===== config.mk =====
export PLATFORM = sky130hd
export DESIGN_NAME = isz_header_parse
export DESIGN_NICKNAME = d
export VERILOG_FILES = /design/src/rtl/isz_pkg.sv /design/src/rtl/isz_rec_scan.sv /design/src/rtl/isz_field_sum.sv /design/src/rtl/isz_header_parse.sv
export SDC_FILE = /design/constraint.sdc
export NUM_CORES = 1
export LEC_CHECK = 0
export BUFFER_PORTS_ARGS = -buffer_cell sky130_fd_sc_hd__buf_2
export CORE_MARGIN = 2
export CORE_UTILIZATION = 44
export DETAILED_ROUTE_END_ITERATION = 10
export SYNTH_ARGS = -nofsm -noshare
export SYNTH_HDL_FRONTEND = slang
export SYNTH_SLANG_ARGS = --single-unit

===== constraint.sdc =====
create_clock -name clk -period 7.11 [get_ports clk]
set_input_delay 0 -clock clk [delete_from_list [all_inputs] [get_ports clk]]
set_output_delay 0 -clock clk [all_outputs]
set_load 0.01 [all_outputs]

===== src/rtl/isz_pkg.sv =====
package isz_pkg;
   localparam int BYTE_W     = 8;
   localparam int REC_BYTES  = 9;
   localparam int OFS_BYTES  = 4;
   localparam int OFS_W      = BYTE_W * OFS_BYTES;
   localparam int KIND_BYTE  = 0;

   typedef struct packed {
      logic             found;
      logic [OFS_W-1:0] ofs;
   } isz_ref_t;
endpackage


===== src/rtl/isz_rec_scan.sv =====
module isz_rec_scan import isz_pkg::*; #(
   parameter int IDX_W   = 32,
   parameter int ID_PAY  = 8,
   parameter int ID_TAB  = 5,
   parameter int MIN_TAB = 58
) (
   input  logic             clk,
   input  logic             rst_n,
   input  logic             arm,
   input  logic [IDX_W-1:0] base,
   input  logic [7:0]       nrec,
   input  logic             in_valid,
   input  logic [IDX_W-1:0] in_idx,
   input  logic [7:0]       in_byte,
   output logic             scan_done,
   output logic             scan_ok,
   output logic             scan_late,
   output logic [OFS_W-1:0] pay_ofs,
   output logic [OFS_W-1:0] tab_ofs
);
   localparam int K_W = $clog2(OFS_BYTES + 1);

   logic             active, done_q, ok_q, late_q;
   logic [K_W-1:0]   k_q;
   logic [7:0]       left_q;
   logic [IDX_W-1:0] next_q;
   logic [7:0]       kind_q;
   logic [OFS_W-9:0] lo_q;
   isz_ref_t         pay_q, tab_q;

   logic             hit, is_eval, last_rec, both;
   logic [OFS_W-1:0] full_ofs;
   isz_ref_t         pay_n, tab_n;
   logic [64:0]      tab_ext, idx_ext;

   assign hit      = active && in_valid && (in_idx == next_q);
   assign is_eval  = (k_q == K_W'(OFS_BYTES));
   assign full_ofs = {in_byte, lo_q};
   assign last_rec = (left_q == 8'd1);

   always_comb begin
      pay_n = pay_q;
      tab_n = tab_q;
      if (kind_q == 8'(ID_PAY) && full_ofs != '0) pay_n = '{found: 1'b1, ofs: full_ofs};
      if (kind_q == 8'(ID_TAB) && full_ofs != '0) tab_n = '{found: 1'b1, ofs: full_ofs};
      both    = pay_n.found && tab_n.found;
      tab_ext = 65'(tab_n.ofs);
      idx_ext = 65'(in_idx) + 65'd1;
   end

   always_ff @(posedge clk) begin
      if (!rst_n) begin
         active <= 1'b0;
         done_q <= 1'b0;
         ok_q   <= 1'b0;
         late_q <= 1'b0;
         k_q    <= '0;
         left_q <= '0;
         next_q <= '0;
         kind_q <= '0;
         lo_q   <= '0;
         pay_q  <= '0;
         tab_q  <= '0;
      end else if (arm && !active && !done_q) begin
         if (nrec == 8'd0) begin
            done_q <= 1'b1;
         end else begin
            active <= 1'b1;
            next_q <= base;
            k_q    <= '0;
            left_q <= nrec;
         end
      end else if (hit) begin
         if (k_q == K_W'(KIND_BYTE)) begin
            kind_q <= in_byte;
            k_q    <= k_q + K_W'(1);
            next_q <= next_q + IDX_W'(1);
         end else if (!is_eval) begin
            lo_q   <= {in_byte, lo_q[OFS_W-9:8]};
            k_q    <= k_q + K_W'(1);
            next_q <= next_q + IDX_W'(1);
         end else begin
            pay_q <= pay_n;
            tab_q <= tab_n;
            if (both || last_rec) begin
               active <= 1'b0;
               done_q <= 1'b1;
               ok_q   <= both;
               late_q <= (tab_ext <= idx_ext) || (tab_ext < 65'(MIN_TAB));
            end else begin
               k_q    <= '0;
               next_q <= next_q + IDX_W'(REC_BYTES - OFS_BYTES);
               left_q <= left_q - 8'd1;
            end
         end
      end
   end

   assign scan_done = done_q;
   assign scan_ok   = ok_q;
   assign scan_late = late_q;
   assign pay_ofs   = pay_q.ofs;
   assign tab_ofs   = tab_q.ofs;
endmodule


===== src/rtl/isz_field_sum.sv =====
module isz_field_sum #(
   parameter int IDX_W   = 32,
   parameter int CNT_W   = 16,
   parameter int FIELD_W = 22,
   parameter int SUM_W   = CNT_W + FIELD_W
) (
   input  logic             clk,
   input  logic             rst_n,
   input  logic             go,
   input  logic [IDX_W-1:0] tab_start,
   input  logic [CNT_W-1:0] count,
   input  logic             in_valid,
   input  logic [IDX_W-1:0] in_idx,
   input  logic [7:0]       in_byte,
   output logic [SUM_W-1:0] sum,
   output logic             fin
);
   localparam int ACC_W = FIELD_W + 8;
   localparam int NB_W  = $clog2(ACC_W + 1);

   logic             run, fin_q;
   logic [IDX_W-1:0] next_q;
   logic [ACC_W-1:0] acc_q, merged;
   logic [NB_W-1:0]  nb_q, nb_add;
   logic [CNT_W-1:0] nfld_q;
   logic [SUM_W-1:0] sum_q;
   logic             hit, field_full;

   assign hit        = run && in_valid && (in_idx == next_q);
   assign merged     = acc_q | (ACC_W'(in_byte) << nb_q);
   assign nb_add     = nb_q + NB_W'(8);
   assign field_full = (nb_add >= NB_W'(FIELD_W));

   always_ff @(posedge clk) begin
      if (!rst_n) begin
         run    <= 1'b0;
         fin_q  <= 1'b0;
         next_q <= '0;
         acc_q  <= '0;
         nb_q   <= '0;
         nfld_q <= '0;
         sum_q  <= '0;
      end else if (go && !run && !fin_q) begin
         if (count == '0) begin
            fin_q <= 1'b1;
         end else begin
            run    <= 1'b1;
            next_q <= tab_start;
         end
      end else if (hit) begin
         next_q <= next_q + IDX_W'(1);
         if (field_full) begin
            sum_q  <= sum_q + SUM_W'(merged[FIELD_W-1:0]);
            acc_q  <= merged >> FIELD_W;
            nb_q   <= nb_add - NB_W'(FIELD_W);
            nfld_q <= nfld_q + CNT_W'(1);
            if (nfld_q + CNT_W'(1) == count) begin
               run   <= 1'b0;
               fin_q <= 1'b1;
            end
         end else begin
            acc_q <= merged;
            nb_q  <= nb_add;
         end
      end
   end

   assign sum = sum_q;
   assign fin = fin_q;
endmodule


===== src/rtl/isz_header_parse.sv =====
module isz_header_parse import isz_pkg::*; #(
   parameter int IDX_W       = 32,
   parameter int CNT_W       = 16,
   parameter int FIELD_W     = 22,
   parameter int FRAME_BYTES = 16,
   parameter int HS_OFS      = 24,
   parameter int CNT_OFS     = 55,
   parameter int ID_PAY      = 8,
   parameter int ID_TAB      = 5
) (
   input  logic                                             clk,
   input  logic                                             rst_n,
   input  logic                                             in_valid,
   input  logic                                             in_last,
   input  logic [IDX_W-1:0]                                 in_idx,
   input  logic [7:0]                                       in_byte,
   output logic [OFS_W-1:0]                                 payload_start,
   output logic [CNT_W+FIELD_W+$clog2(FRAME_BYTES)-1:0]     data_size,
   output logic                                             done,
   output logic                                             parse_err
);
   localparam int CNT_BYTES  = CNT_W / 8;
   localparam int SUM_W      = CNT_W + FIELD_W;
   localparam int FRAME_SH   = $clog2(FRAME_BYTES);
   localparam int SIZE_W     = SUM_W + FRAME_SH;
   localparam int MIN_HS     = HS_OFS + 2;
   localparam int MIN_TAB    = CNT_OFS + CNT_BYTES + 1;
   localparam bit FRAME_POW2 = ((1 << FRAME_SH) == FRAME_BYTES);

   generate
      if (CNT_W < 8 || (CNT_W % 8) != 0) begin : g_bad_cnt
         $error("CNT_W must be a positive multiple of 8");
      end
      if (IDX_W < 8 || IDX_W > 64) begin : g_bad_idx
         $error("IDX_W must lie in 8..64");
      end
      if (FIELD_W < 8 || FIELD_W > 32) begin : g_bad_field
         $error("FIELD_W must lie in 8..32");
      end
      if (FRAME_BYTES < 1) begin : g_bad_frame
         $error("FRAME_BYTES must be at least 1");
      end
      if (MIN_HS > 255 || HS_OFS >= CNT_OFS) begin : g_bad_ofs
         $error("header-size offset out of range");
      end
   endgenerate

   // header size byte
   logic       hs_known, hs_bad;
   logic [7:0] hs_q;
   logic       hs_hit, nrec_hit;

   assign hs_hit   = in_valid && (in_idx == IDX_W'(HS_OFS));
   assign nrec_hit = in_valid && hs_known && !hs_bad &&
                     (in_idx == IDX_W'(hs_q) - IDX_W'(1));

   always_ff @(posedge clk) begin
      if (!rst_n) begin
         hs_known <= 1'b0;
         hs_bad   <= 1'b0;
         hs_q     <= '0;
      end else if (hs_hit && !hs_known) begin
         hs_known <= 1'b1;
         hs_q     <= in_byte;
         hs_bad   <= (in_byte < 8'(MIN_HS));
      end
   end

   // component count, one register per byte
   logic [7:0]       cnt_b [CNT_BYTES];
   logic [CNT_W-1:0] comp_cnt;
   logic             cnt_known;

   for (genvar b = 0; b < CNT_BYTES; b++) begin : g_cnt
      always_ff @(posedge clk) begin
         if (!rst_n)
            cnt_b[b] <= '0;
         else if (in_valid && in_idx == IDX_W'(CNT_OFS + b))
            cnt_b[b] <= in_byte;
      end
      assign comp_cnt[8*b +: 8] = cnt_b[b];
   end

   always_ff @(posedge clk) begin
      if (!rst_n)
         cnt_known <= 1'b0;
      else if (in_valid && in_idx == IDX_W'(CNT_OFS + CNT_BYTES - 1))
         cnt_known <= 1'b1;
   end

   // record table scan
   logic             scan_done, scan_ok, scan_late;
   logic [OFS_W-1:0] pay_ofs, tab_ofs;

   isz_rec_scan #(
      .IDX_W   (IDX_W),
      .ID_PAY  (ID_PAY),
      .ID_TAB  (ID_TAB),
      .MIN_TAB (MIN_TAB)
   ) u_scan (
      .clk       (clk),
      .rst_n     (rst_n),
      .arm       (nrec_hit),
      .base      (IDX_W'(hs_q)),
      .nrec      (in_byte),
      .in_valid  (in_valid),
      .in_idx    (in_idx),
      .in_byte   (in_byte),
      .scan_done (scan_done),
      .scan_ok   (scan_ok),
      .scan_late (scan_late),
      .pay_ofs   (pay_ofs),
      .tab_ofs   (tab_ofs)
   );

   // packed size summation
   logic             sum_go, sum_fin;
   logic [SUM_W-1:0] sum_w;

   assign sum_go = scan_done && scan_ok && !scan_late && cnt_known;

   isz_field_sum #(
      .IDX_W   (IDX_W),
      .CNT_W   (CNT_W),
      .FIELD_W (FIELD_W),
      .SUM_W   (SUM_W)
   ) u_sum (
      .clk       (clk),
      .rst_n     (rst_n),
      .go        (sum_go),
      .tab_start (IDX_W'(tab_ofs)),
      .count     (comp_cnt),
      .in_valid  (in_valid),
      .in_idx    (in_idx),
      .in_byte   (in_byte),
      .sum       (sum_w),
      .fin       (sum_fin)
   );

   // frame scaling
   logic [SIZE_W-1:0] scaled;
   generate
      if (FRAME_POW2) begin : g_shift
         assign scaled = SIZE_W'(sum_w) << FRAME_SH;
      end else begin : g_mult
         assign scaled = SIZE_W'(sum_w) * SIZE_W'(FRAME_BYTES);
      end
   endgenerate

   // result and error
   logic              ended_q, done_q, err_q, err_n;
   logic [OFS_W-1:0]  pay_o;
   logic [SIZE_W-1:0] size_o;

   assign err_n = hs_bad
               || (scan_done && (!scan_ok || scan_late))
               || (ended_q && !sum_fin);

   always_ff @(posedge clk) begin
      if (!rst_n) begin
         ended_q <= 1'b0;
         done_q  <= 1'b0;
         err_q   <= 1'b0;
         pay_o   <= '0;
         size_o  <= '0;
      end else begin
         if (in_valid && in_last) ended_q <= 1'b1;
         if (!done_q && !err_q) begin
            if (err_n) begin
               err_q <= 1'b1;
            end else if (sum_fin) begin
               done_q <= 1'b1;
               pay_o  <= pay_ofs;
               size_o <= scaled;
            end
         end
      end
   end

   assign payload_start = pay_o;
   assign data_size     = size_o;
   assign done          = done_q;
   assign parse_err     = err_q;
endmodule


==> run metrics, run 1 <==
outcome complete, no violations; area of the die 48800 um2; CTS tree built; pin count of the biggest net entering global routing 108; Setup Skew 25.9 ps; clock tree buffer depth 3; fin cells 3273; XOR/XNOR Fraction of Synth Area 0.0733; # placed instances 3181; DRT Pass-1 Iters 5; Final Hold Viols 0; maxcap violations 0; critical path arrival 4610 ps; R2R cell count 13; most frequent cell on the critical path a21oi_1; Vias 19100; Post-Syn Area 20700 um2; Final Max Slew Viols 0; Cells after Synth 2610; Min-Delay Path Depth 6; first-pass GRT wire length 100000 um; FILL cells 4597; sequential area share after synthesis 0.363; Setup CP Type register to register; CP peak stage delay 700 ps; DRC viols 0; CP Max Fanout 14; CTS buffer count 43; Reg2Reg Capture Point u_sum.sum[35]$_SDFFE_PN0P_; DR vias/cell 5.82; Design Area, Final 23100 um2; RR Startpoint u_sum.nb_q[1]$_SDFFE_PN0P_; chip width 221 um; synth top area cells dfxtp_1 (34%), nand2_1 (6.9%), a21oi_1 (6.3%); Core ar. 46500 um2; Max Clk Rate 240 MHz; syn_area_per_cell 7.92 um2; dpl ws 3000 ps; root buffer cell clkbuf_16; FP Rows 79; die span in y 221 um; hold buffers post-CTS 11; clock sinks 367; H-tree levels 2; synth cell count leaders nand2_1 (381), dfxtp_1 (351), nor2_1 (297), a21oi_1 (262), clkbuf_1 (124); I/O Buffers 115; Clock transition at path regs 60 ps; antenna violations before repair 0; gr ovfl total 0; Area after DPL 21500 um2; peak supply drop 0.000172 V; Leakage 0.00890 uW; Tcrit/Tclk final 0.586; total negative setup slack 0 ps; complex-gate fraction of the synthesized area 0.163; Synth area leader dfxtp_1; nets 2741; share of the synthesized area in the top cell type 0.340; Area Overhead vs Synth 11.6%; worst hold start in_valid; fraction of the mapped netlist area in simple logic gates 0.251; worst path required time 7550 ps; Ys Warns 0; top_reg_cell synth dfxtp_1; RSZ-0062 raised after global routing no; adder-cell share of the synthesized area 0.0414; number of synthesized flops with an enable pin 16; average routed wire per standard cell 19.8 um; Worst Hold Slack 199 ps; slew of the pin with the lowest slew margin 1250 ps; worst hold endpoint hs_known$_SDFFE_PN0P_; distinct cell type count after synthesis 86; Final WS setup 2950 ps; Max-Slew Margin vs Limit 0.158; via count of the first global-routing pass 17700; Async SR Flop Fraction 0; post-DP HPWL 45400 um; count leader, synth nand2_1; DR iter-0 viols 1672; slowest CP cell dfxtp_1; Tmin final 4160 ps; synthesized flop and latch total 367; post-CTS setup buffer count 0; post-synthesis mux area share 0.0641; insertion delay to the later sink of the worst-skew pair 600 ps; ratio of cells with drive above 1 in the final layout 0.113; critical-path cell list mux2_2 -> a22oi_1 -> a21oi_1 -> a21o_1 -> ha_1 -> a21oi_1 -> a21boi_0 -> o21bai_1 -> a21oi_1 -> o2111ai_1 -> a211oi_1 -> xnor2_1 -> nor2_1; largest family of logic cells by synthesized area simple AND/OR/NAND/NOR gates; R2R Setup Slk 2950 ps; Final setup viols 0; Total Routing Usage GR 0.262; Hold/Removal Path Class input port to register; post-cts resize count 0; CP Capture Type register; PwrDens 199 nW/um2; Initial Util 0.445; WL final 64900 um; RD Place Congestion 0.937; # IOs 120; DRT antenna net count 0; Startpoint Class register
critical path: cells and delay by family (launching register included):
kind,cells,cell delay [ps]
adder cells (fa/ha/maj),1,380
AND/OR/NAND/NOR,1,50
AO/OA/AOI/OAI,9,2270
multiplexers,1,420
XOR/XNOR,1,190
flip-flops,1,700
cell type report:
type	count	area, um2	share of cell area
Antenna cell	1	2.50	0.000108
Clock inverter	21	254	0.0110
Sequential cell	367	7510	0.325
Clock buffer	59	1220	0.0527
Tap cell	607	759	0.0329
Multi-Input combinational cell	2029	12300	0.534
Timing Repair Buffer	149	858	0.0372
Inverter	40	158	0.00683
how the worst max path moves through the flow:
| stage | startpoint | end | slack, ps |
|---|---|---|---|
| after floorplan | u_sum.nb_q[1]$_SDFFE_PN0P_ | u_sum.sum[32]$_SDFFE_PN0P_ | 3640 |
| after global placement | u_sum.nb_q[1]$_SDFFE_PN0P_ | u_sum.sum[25]$_SDFFE_PN0P_ | 3080 |
| after detailed placement | u_sum.nb_q[1]$_SDFFE_PN0P_ | u_sum.sum[35]$_SDFFE_PN0P_ | 3000 |
| after CTS | u_sum.nb_q[1]$_SDFFE_PN0P_ | u_sum.sum[35]$_SDFFE_PN0P_ | 2960 |
| after global routing | u_sum.nb_q[1]$_SDFFE_PN0P_ | u_sum.sum[27]$_SDFFE_PN0P_ | 2600 |
| final | u_sum.nb_q[1]$_SDFFE_PN0P_ | u_sum.sum[35]$_SDFFE_PN0P_ | 2950 |
per-layer routing:
| metal | up-vias | wire (um) | track usage |
|---|---|---|---|
| met2 | 625 | 29600 | 0.424 |
| li1 | 9210 | - | - |
| met5 | - | 0 | 0 |
| met1 | 9083 | 29600 | 0.356 |
| met3 | 139 | 3800 | 0.0469 |
| met4 | 0 | 1860 | 0.0800 |
per-stage QoR:
stage / utilization / total power [uW]
final: 0.497 / 4590
after global routing: 0.497 / 4730
after CTS: 0.497 / 4630
after detailed placement: 0.463 / 2320
after global placement: 0.463 / 2310
after floorplan: - / 2250
cells in the final DEF, fill, tap and decap left out, types with 12 or more instances in the layout:
cell	synthesis	layout
xor2_1	113	113
a211oi_1	28	28
inv_1	39	39
buf_4	7	23
a31oi_1	17	17
nand3_1	90	89
o21ai_0	88	88
and4_1	16	16
ha_1	66	66
and2_1	18	18
nor2_1	297	295
or3_1	18	18
mux2i_1	93	93
dfxtp_1	351	351
clkbuf_16	0	43
buf_2	36	115
and3_1	50	49
nand2_1	381	381
a21oi_1	262	261
xnor2_1	60	60
o211ai_1	12	12
mux2_2	35	35
o21ai_1	15	15
o21a_1	12	12
nor3_1	44	43
nand4_1	40	40
or2_2	16	17
nand2b_1	13	13
nor2b_1	20	20
nor4_1	61	59
edfxtp_1	16	16
a21o_1	28	28
state kept, by name, summed over array words and instances, names as in the netlist, 3 cells and up:
| signal | cells |
|---|---|
| cnt_b | 16 |
| data_size | 38 |
| hs_q | 8 |
| payload_start | 32 |
| u_scan.k_q | 3 |
| u_scan.kind_q | 8 |
| u_scan.left_q | 8 |
| u_scan.lo_q | 24 |
| u_scan.next_q | 32 |
| u_scan.pay_ofs | 32 |
| u_scan.tab_ofs | 32 |
| u_sum.acc_q | 30 |
| u_sum.nb_q | 4 |
| u_sum.next_q | 32 |
| u_sum.nfld_q | 16 |
| u_sum.sum | 38 |
power breakdown:
| part | internal [uW] | switching [uW] | total, uW |
|---|---|---|---|
| clock | 1360 | 951 | 2310 |
| sequential | 2080 | 4.46 | 2080 |
| combinational | 53.6 | 145 | 199 |
| total | 3490 | 1100 | 4590 |
cell families after synthesis:
logic type      after synthesis
buf+inv                     217
flops                       367
xor+xnor                    173
fa+ha+maj                    68
simple gates               1103
mux                         128
compound gates              553
other cells                   1
No activity file was read; power rests on OpenSTA's default activity.
==> inputs of run 2 (changes only) <==
==> constraint.sdc (replaced) <==
create_clock -name clk -period 3.94 [get_ports clk]
set_input_delay 0 -clock clk [delete_from_list [all_inputs] [get_ports clk]]
set_output_delay 0 -clock clk [all_outputs]
set_load 0.01 [all_outputs]
==> run 2 against run 1 <==
  * The flow now finishes with violations (hold timing)
  * Final area grew 1.3%
  * Flip-flop and latch count is the same
  * Core utilization grew 0.63 points
  * Clock power grew 73%
  * First-iteration DRC count grew 2.2%
  * Count of clock-buffer cells in the layout grew 3
  * Register-to-register slack lost 2700 ps
  * Non-clock buffer count grew 39
  * Maximum frequency grew 11%
  * Worst setup slack lost 2700 ps
==> run metrics, run 2 (same netlist as run 1, synthesis figures left out) <==
R2R cell count 13 (unchanged); nets 2779 (was 2741); R2R Setup Slk 200 ps (was 2950 ps); Startpoint Class register (unchanged); die span in y 221 um (unchanged); Total Routing Usage GR 0.264 (was 0.262); Worst Hold Slack -9.23 ps (was 199 ps); Area after DPL 21800 um2 (was 21500 um2); I/O Buffers 115 (unchanged); WL final 65300 um (was 64900 um); critical path arrival 4250 ps (was 4610 ps); worst path required time 4450 ps (was 7550 ps); first-pass GRT wire length 101000 um (was 100000 um); Initial Util 0.445 (unchanged); worst hold start rst_n (was in_valid); # IOs 120 (unchanged); H-tree levels 2 (unchanged); CP Max Fanout 7 (was 14); chip width 221 um (unchanged); pin count of the biggest net entering global routing 165 (was 108); Vias 19200 (was 19100); Setup Skew 16.4 ps (was 25.9 ps); worst hold endpoint u_sum.sum[22]$_SDFFE_PN0P_ (was hs_known$_SDFFE_PN0P_); clock tree buffer depth 3 (unchanged); slew of the pin with the lowest slew margin 1020 ps (was 1250 ps); average routed wire per standard cell 19.7 um (was 19.8 um); Final Max Slew Viols 0 (unchanged); DR vias/cell 5.80 (was 5.82); Final setup viols 0 (unchanged); outcome complete, but fails checks (was complete, no violations); Setup CP Type register to register (unchanged); PwrDens 348 nW/um2 (was 199 nW/um2); Hold/Removal Path Class input port to register (unchanged); post-DP HPWL 46700 um (was 45400 um); Tmin final 3740 ps (was 4160 ps); commonest non-fill, non-tap cell in the layout nand2_1 (unchanged); maxcap violations 0 (unchanged); DRC viols 0 (unchanged); Final Hold Viols 1 (was 0); DRT antenna net count 0 (unchanged); ant diodes 0 (was 1); Leakage 0.00909 uW (was 0.00890 uW); CTS buffer count 42 (was 43); CTS tree built (unchanged); Area Overhead vs Synth 13.0% (was 11.6%); gr ovfl total 0 (unchanged); failing checks hold timing; CP Capture Type register (unchanged); Max-Slew Margin vs Limit 0.311 (was 0.158); via count of the first global-routing pass 18200 (was 17700); Design Power 8130 uW (was 4590 uW); antenna violations before repair 0 (unchanged); DRT Pass-1 Iters 5 (unchanged); Min-Delay Path Depth 3 (was 6); FILL cells 4481 (was 4597); Tcrit/Tclk final 0.949 (was 0.586); peak supply drop 0.000304 V (was 0.000172 V); clock sinks 367 (unchanged); Max Clk Rate 267 MHz (was 240 MHz); ratio of cells with drive above 1 in the final layout 0.126 (was 0.113); RR Startpoint u_sum.nb_q[1]$_SDFFE_PN0P_ (unchanged); Design Area, Final 23400 um2 (was 23100 um2); FP Rows 79 (unchanged); Clock transition at path regs 60 ps (about the same); Core ar. 46500 um2 (unchanged); root buffer cell clkbuf_16 (unchanged); DR iter-0 viols 1708 (was 1672); RD Place Congestion 0.941 (was 0.937); area of the die 48800 um2 (unchanged); Reg2Reg Capture Point u_sum.sum[26]$_SDFFE_PN0P_ (was u_sum.sum[35]$_SDFFE_PN0P_); commonest non-fill, non-tap cells in the layout nand2_1 (381), dfxtp_1 (350), nor2_1 (295) (was nand2_1 (381), dfxtp_1 (351), nor2_1 (295)); insertion delay to the later sink of the worst-skew pair 590 ps (was 600 ps)
## run 2: area by class of cell
cell class,count,area [um2],area share
Clock buffer,62,1210,0.0516
Clock inverter,14,193,0.00824
Timing Repair Buffer,188,1170,0.0502
Multi-Input combinational cell,2029,12400,0.529
Inverter,40,158,0.00675
Sequential cell,367,7510,0.321
Tap cell,607,759,0.0325
## run 2: worst max path at each step
stage / start / end / slack, ps / cells after the start
4_1_cts: u_scan.lo_q[16]$_SDFFE_PN0P_ / u_scan.scan_late$_SDFFE_PN0P_ / 90 / 15
3_3_place_gp: u_sum.nb_q[1]$_SDFFE_PN0P_ / u_sum.sum[23]$_SDFFE_PN0P_ / 150 / 14
6_report: u_sum.nb_q[1]$_SDFFE_PN0P_ / u_sum.sum[26]$_SDFFE_PN0P_ / 200 / 13
2_1_floorplan: u_sum.nb_q[1]$_SDFFE_PN0P_ / u_sum.sum[32]$_SDFFE_PN0P_ / 470 / 15
3_5_place_dp: u_sum.nb_q[1]$_SDFFE_PN0P_ / u_sum.sum[27]$_SDFFE_PN0P_ / -20 / 14
5_1_grt: u_sum.nb_q[1]$_SDFFE_PN0P_ / u_sum.sum[32]$_SDFFE_PN0P_ / -30 / 14
## run 2: where the power goes
| part | total (uW) | internal, uW | switching (uW) |
|---|---|---|---|
| clock network | 4000 | 2340 | 1660 |
| registers | 3750 | 3750 | 8.82 |
| logic | 370 | 106 | 264 |
| total | 8130 | 6190 | 1940 |
## run 2: worst max-delay path: stages, from the launching register on
cell and delay, ps:
dfxtp_1 410, mux2_2 380, a22oi_1 240, a21oi_2 140
a21o_1 220, ha_1 370, a21oi_1 310, o21ai_1 190
nand3_1 120, nand3_1 160, o21ai_1 520, a211oi_2 250
a21bo_1 250, a21oi_1 110
## run 2: per-stage QoR
| step | TNS [ps] | hold WS (ps) | std cells | setup slack [ps] | utilization |
|---|---|---|---|---|---|
| after floorplan | 0 | 138 | 2613 | 471 | - |
| after global placement | 0 | 297 | 3217 | 148 | 0.469 |
| after detailed placement | -22.0 | 300 | 3217 | -22.0 | 0.469 |
| after CTS | 0 | 71.5 | 3303 | 90.9 | 0.501 |
| after global routing | -49.4 | 96.1 | 3307 | -30.0 | 0.503 |
| final | 0 | -9.23 | 3307 | 200 | 0.503 |
## run 2: layer usage
metal | vias to the layer above | share of wire | wire, um | GRT usage
met4 | 0 | 0.032 | 2100 | 0.0947
met2 | 664 | 0.45 | 29300 | 0.426
met5 | - | 0 | 0 | 0
li1 | 9281 | - | - | -
met1 | 9109 | 0.46 | 30000 | 0.364
met3 | 131 | 0.060 | 3900 | 0.0324
## run 2: timing repair
item | CTS | global route
resized for setup | 1 | 11
pin swaps | 0 | 2
endpoints found under the hold margin | 21 | 0
endpoints found under the setup margin | 2 | 16
hold buffers | 10 | 0
setup buffers | 0 | 4
==> inputs of run 3 (changes only) <==
--- a/config.mk
+++ b/config.mk
@@ -5,7 +5,7 @@
 export SDC_FILE = /design/constraint.sdc
 export NUM_CORES = 1
 export LEC_CHECK = 0
-export BUFFER_PORTS_ARGS = -buffer_cell sky130_fd_sc_hd__buf_2
+export BUFFER_PORTS_ARGS = -buffer_cell sky130_fd_sc_hd__clkbuf_2
 export CORE_MARGIN = 2
 export CORE_UTILIZATION = 44
 export DETAILED_ROUTE_END_ITERATION = 10
==> run 3 against run 2 <==
  * Clock power increased by 2%
  * Hold slack improved by 35 ps
  * Critical path depth increased by 3
  * Clock skew increased by 2.5 ps
  * Count of clock-buffer cells in the layout decreased by 5
  * Register-to-register slack improved by 100 ps
  * Die area unchanged
  * Critical endpoint is now u_scan.scan_late$_SDFFE_PN0P_
  * The run now ends clean
  * Sequential share of layout area decreased by 0.093 points
==> run metrics, run 3 (same netlist as run 1, synthesis figures left out) <==
Initial Util 0.445 (unchanged); worst path required time 4390 ps (was 4450 ps); WL final 65600 um (was 65300 um); Min-Delay Path Depth 3 (unchanged); Final setup viols 0 (unchanged); DRT antenna net count 0 (unchanged); Core ar. 46500 um2 (unchanged); die span in y 221 um (unchanged); worst setup path end u_scan.scan_late$_SDFFE_PN0P_ (was u_sum.sum[26]$_SDFFE_PN0P_); fin cells 3317 (was 3307); CP Max Fanout 8 (was 7); total negative setup slack 0 ps (unchanged); R2R Setup Slk 300 ps (was 200 ps); Max Clk Rate 275 MHz (was 267 MHz); FP Rows 79 (unchanged); insertion delay to the later sink of the worst-skew pair 590 ps (about the same); average routed wire per standard cell 19.8 um (was 19.7 um); Setup CP Type register to register (unchanged); Vias 19100 (was 19200); clock sinks 367 (unchanged); DRC viols 0 (unchanged); area of the die 48800 um2 (unchanged); via count of the first global-routing pass 18200 (about the same); Area Overhead vs Synth 13.3% (was 13.0%); commonest non-fill, non-tap cells in the layout nand2_1 (381), dfxtp_1 (351), nor2_1 (295) (was nand2_1 (381), dfxtp_1 (350), nor2_1 (295)); Leakage 0.00909 uW (about the same); R2R cell count 16 (was 13); ratio of cells with drive above 1 in the final layout 0.130 (was 0.126); Setup Skew 18.9 ps (was 16.4 ps); pin count of the biggest net entering global routing 135 (was 165); Hold/Removal Path Class input port to register (unchanged); CTS tree built (unchanged); nets 2788 (was 2779); maxcap violations 0 (unchanged); DR vias/cell 5.77 (was 5.80); worst hold start rst_n (unchanged); CP Depth 16 (was 13); # placed instances 3223 (was 3217); Final WS setup 302 ps (was 200 ps); post-DP HPWL 47200 um (was 46700 um); RR Startpoint u_scan.lo_q[17]$_SDFFE_PN0P_ (was u_sum.nb_q[1]$_SDFFE_PN0P_); RSZ-0062 raised after global routing no; peak supply drop 0.000319 V (was 0.000304 V); antenna violations before repair 0 (unchanged); critical path arrival 4090 ps (was 4250 ps); Post-Route Utilization 0.504 (was 0.503); Final Hold Viols 0 (was 1); Reg2Reg Capture Point u_scan.scan_late$_SDFFE_PN0P_ (was u_sum.sum[26]$_SDFFE_PN0P_); Startpoint Class register (unchanged); Final Max Slew Viols 0 (unchanged); most frequent cell on the critical path buf_4; CP peak stage delay 430 ps (was 520 ps); chip width 221 um (unchanged); Worst Hold Slack 25.9 ps (was -9.23 ps); H-tree levels 2 (unchanged); first-pass GRT wire length 102000 um (was 101000 um); root buffer cell clkbuf_16 (unchanged); slowest CP cell nor4_1 (was o21ai_1); critical-path cell list nor4_1 -> nand4_1 -> nor2_1 -> buf_4 -> a21oi_4 -> buf_4 -> buf_4 -> mux2_2 -> ha_1 -> nand4_1 -> nor3_1 -> and4_1 -> o31ai_1 -> a221o_1 -> nand3_1 -> a31oi_1 (was mux2_2 -> a22oi_1 -> a21oi_2 -> a21o_1 -> ha_1 -> a21oi_1 -> o21ai_1 -> nand3_1 -> nand3_1 -> o21ai_1 -> a211oi_2 -> a21bo_1 -> a21oi_1); gr ovfl total 0 (unchanged); cell family with most CP delay simple AND/OR/NAND/NOR gates (was compound AO/OA/AOI/OAI gates); CTS buffer count 42 (unchanged); Clock transition at path regs 60 ps (about the same); PwrDens 349 nW/um2 (was 348 nW/um2); DR iter-0 viols 1427 (was 1708); Buf+Inv Stages, Crit Path 3 (was 0); slew of the pin with the lowest slew margin 1030 ps (was 1020 ps); commonest non-fill, non-tap cell in the layout nand2_1 (unchanged); Tcrit/Tclk final 0.923 (was 0.949); Total Routing Usage GR 0.267 (was 0.264); clock tree buffer depth 3 (unchanged); ant diodes 0 (unchanged); outcome complete, no violations (was complete, but fails checks); CP Capture Type register (unchanged); Max-Slew Margin vs Limit 0.308 (was 0.311); # IOs 120 (unchanged); Tmin final 3640 ps (was 3740 ps); worst setup path startpoint u_scan.lo_q[17]$_SDFFE_PN0P_ (was u_sum.nb_q[1]$_SDFFE_PN0P_); dpl ws 128 ps (was -22.0 ps); RD Place Congestion 0.940 (was 0.941); DRT Pass-1 Iters 5 (unchanged); I/O Buffers 115 (unchanged)
## run 3: through the flow
step,power (uW),cell area [um2]
final,8180,23400
after CTS,8270,23400
after detailed placement,4190,21800
after global placement,4190,21800
after global routing,8430,23400
after floorplan,4060,20700
## run 3: worst register-to-register path, delay by kind of cell (launching register included)
kind                       cells  cell delay [ps]
AOI/OAI and AO/OA              4              510
adders and majority gates      1              310
buffers and inverters          3              470
DFF                            1              410
muxes                          1              280
and+or+nand+nor                7             1530
## run 3: routing by layer
| metal | GRT usage | share of wire | wire length [um] |
|---|---|---|---|
| met3 | 0.0466 | 0.060 | 3970 |
| met5 | 0 | 0 | 0 |
| met2 | 0.432 | 0.45 | 29600 |
| met4 | 0.0942 | 0.032 | 2120 |
| met1 | 0.360 | 0.46 | 29900 |
## run 3: power breakdown
| group | internal [uW] | leakage [uW] | switching, uW |
|---|---|---|---|
| combinational | 106 | 0.00541 | 261 |
| clock | 2360 | 0.000706 | 1700 |
| sequential | 3750 | 0.00298 | 8.34 |
## run 3: what timing repair did
item	in CTS	in global routing
endpoints found under the hold margin	29	0
resized for setup	0	6
setup buffers	0	7
setup endpoints to repair	0	17
hold buffers	10	0
## run 3: cell type report
cell class | count | area (um2)
fill | 4601 | 23000
timing repair buffer | 197 | 1230
multi-input combinational | 2029 | 12400
sequential | 367 | 7510
clock inverter | 20 | 234
inverter | 40 | 158
tap | 607 | 759
clock buffer | 57 | 1200
## run 3: worst min-delay path by stage
stage	end	slack (ps)
floorplan	ended_q$_SDFFE_PN0P_	140
global placement	ended_q$_SDFFE_PN0P_	310
detailed placement	ended_q$_SDFFE_PN0P_	320
CTS	u_sum.sum[6]$_SDFFE_PN0P_	30
global route	u_sum.sum[23]$_SDFFE_PN0P_	60
finish	u_sum.sum[27]$_SDFFE_PN0P_	30
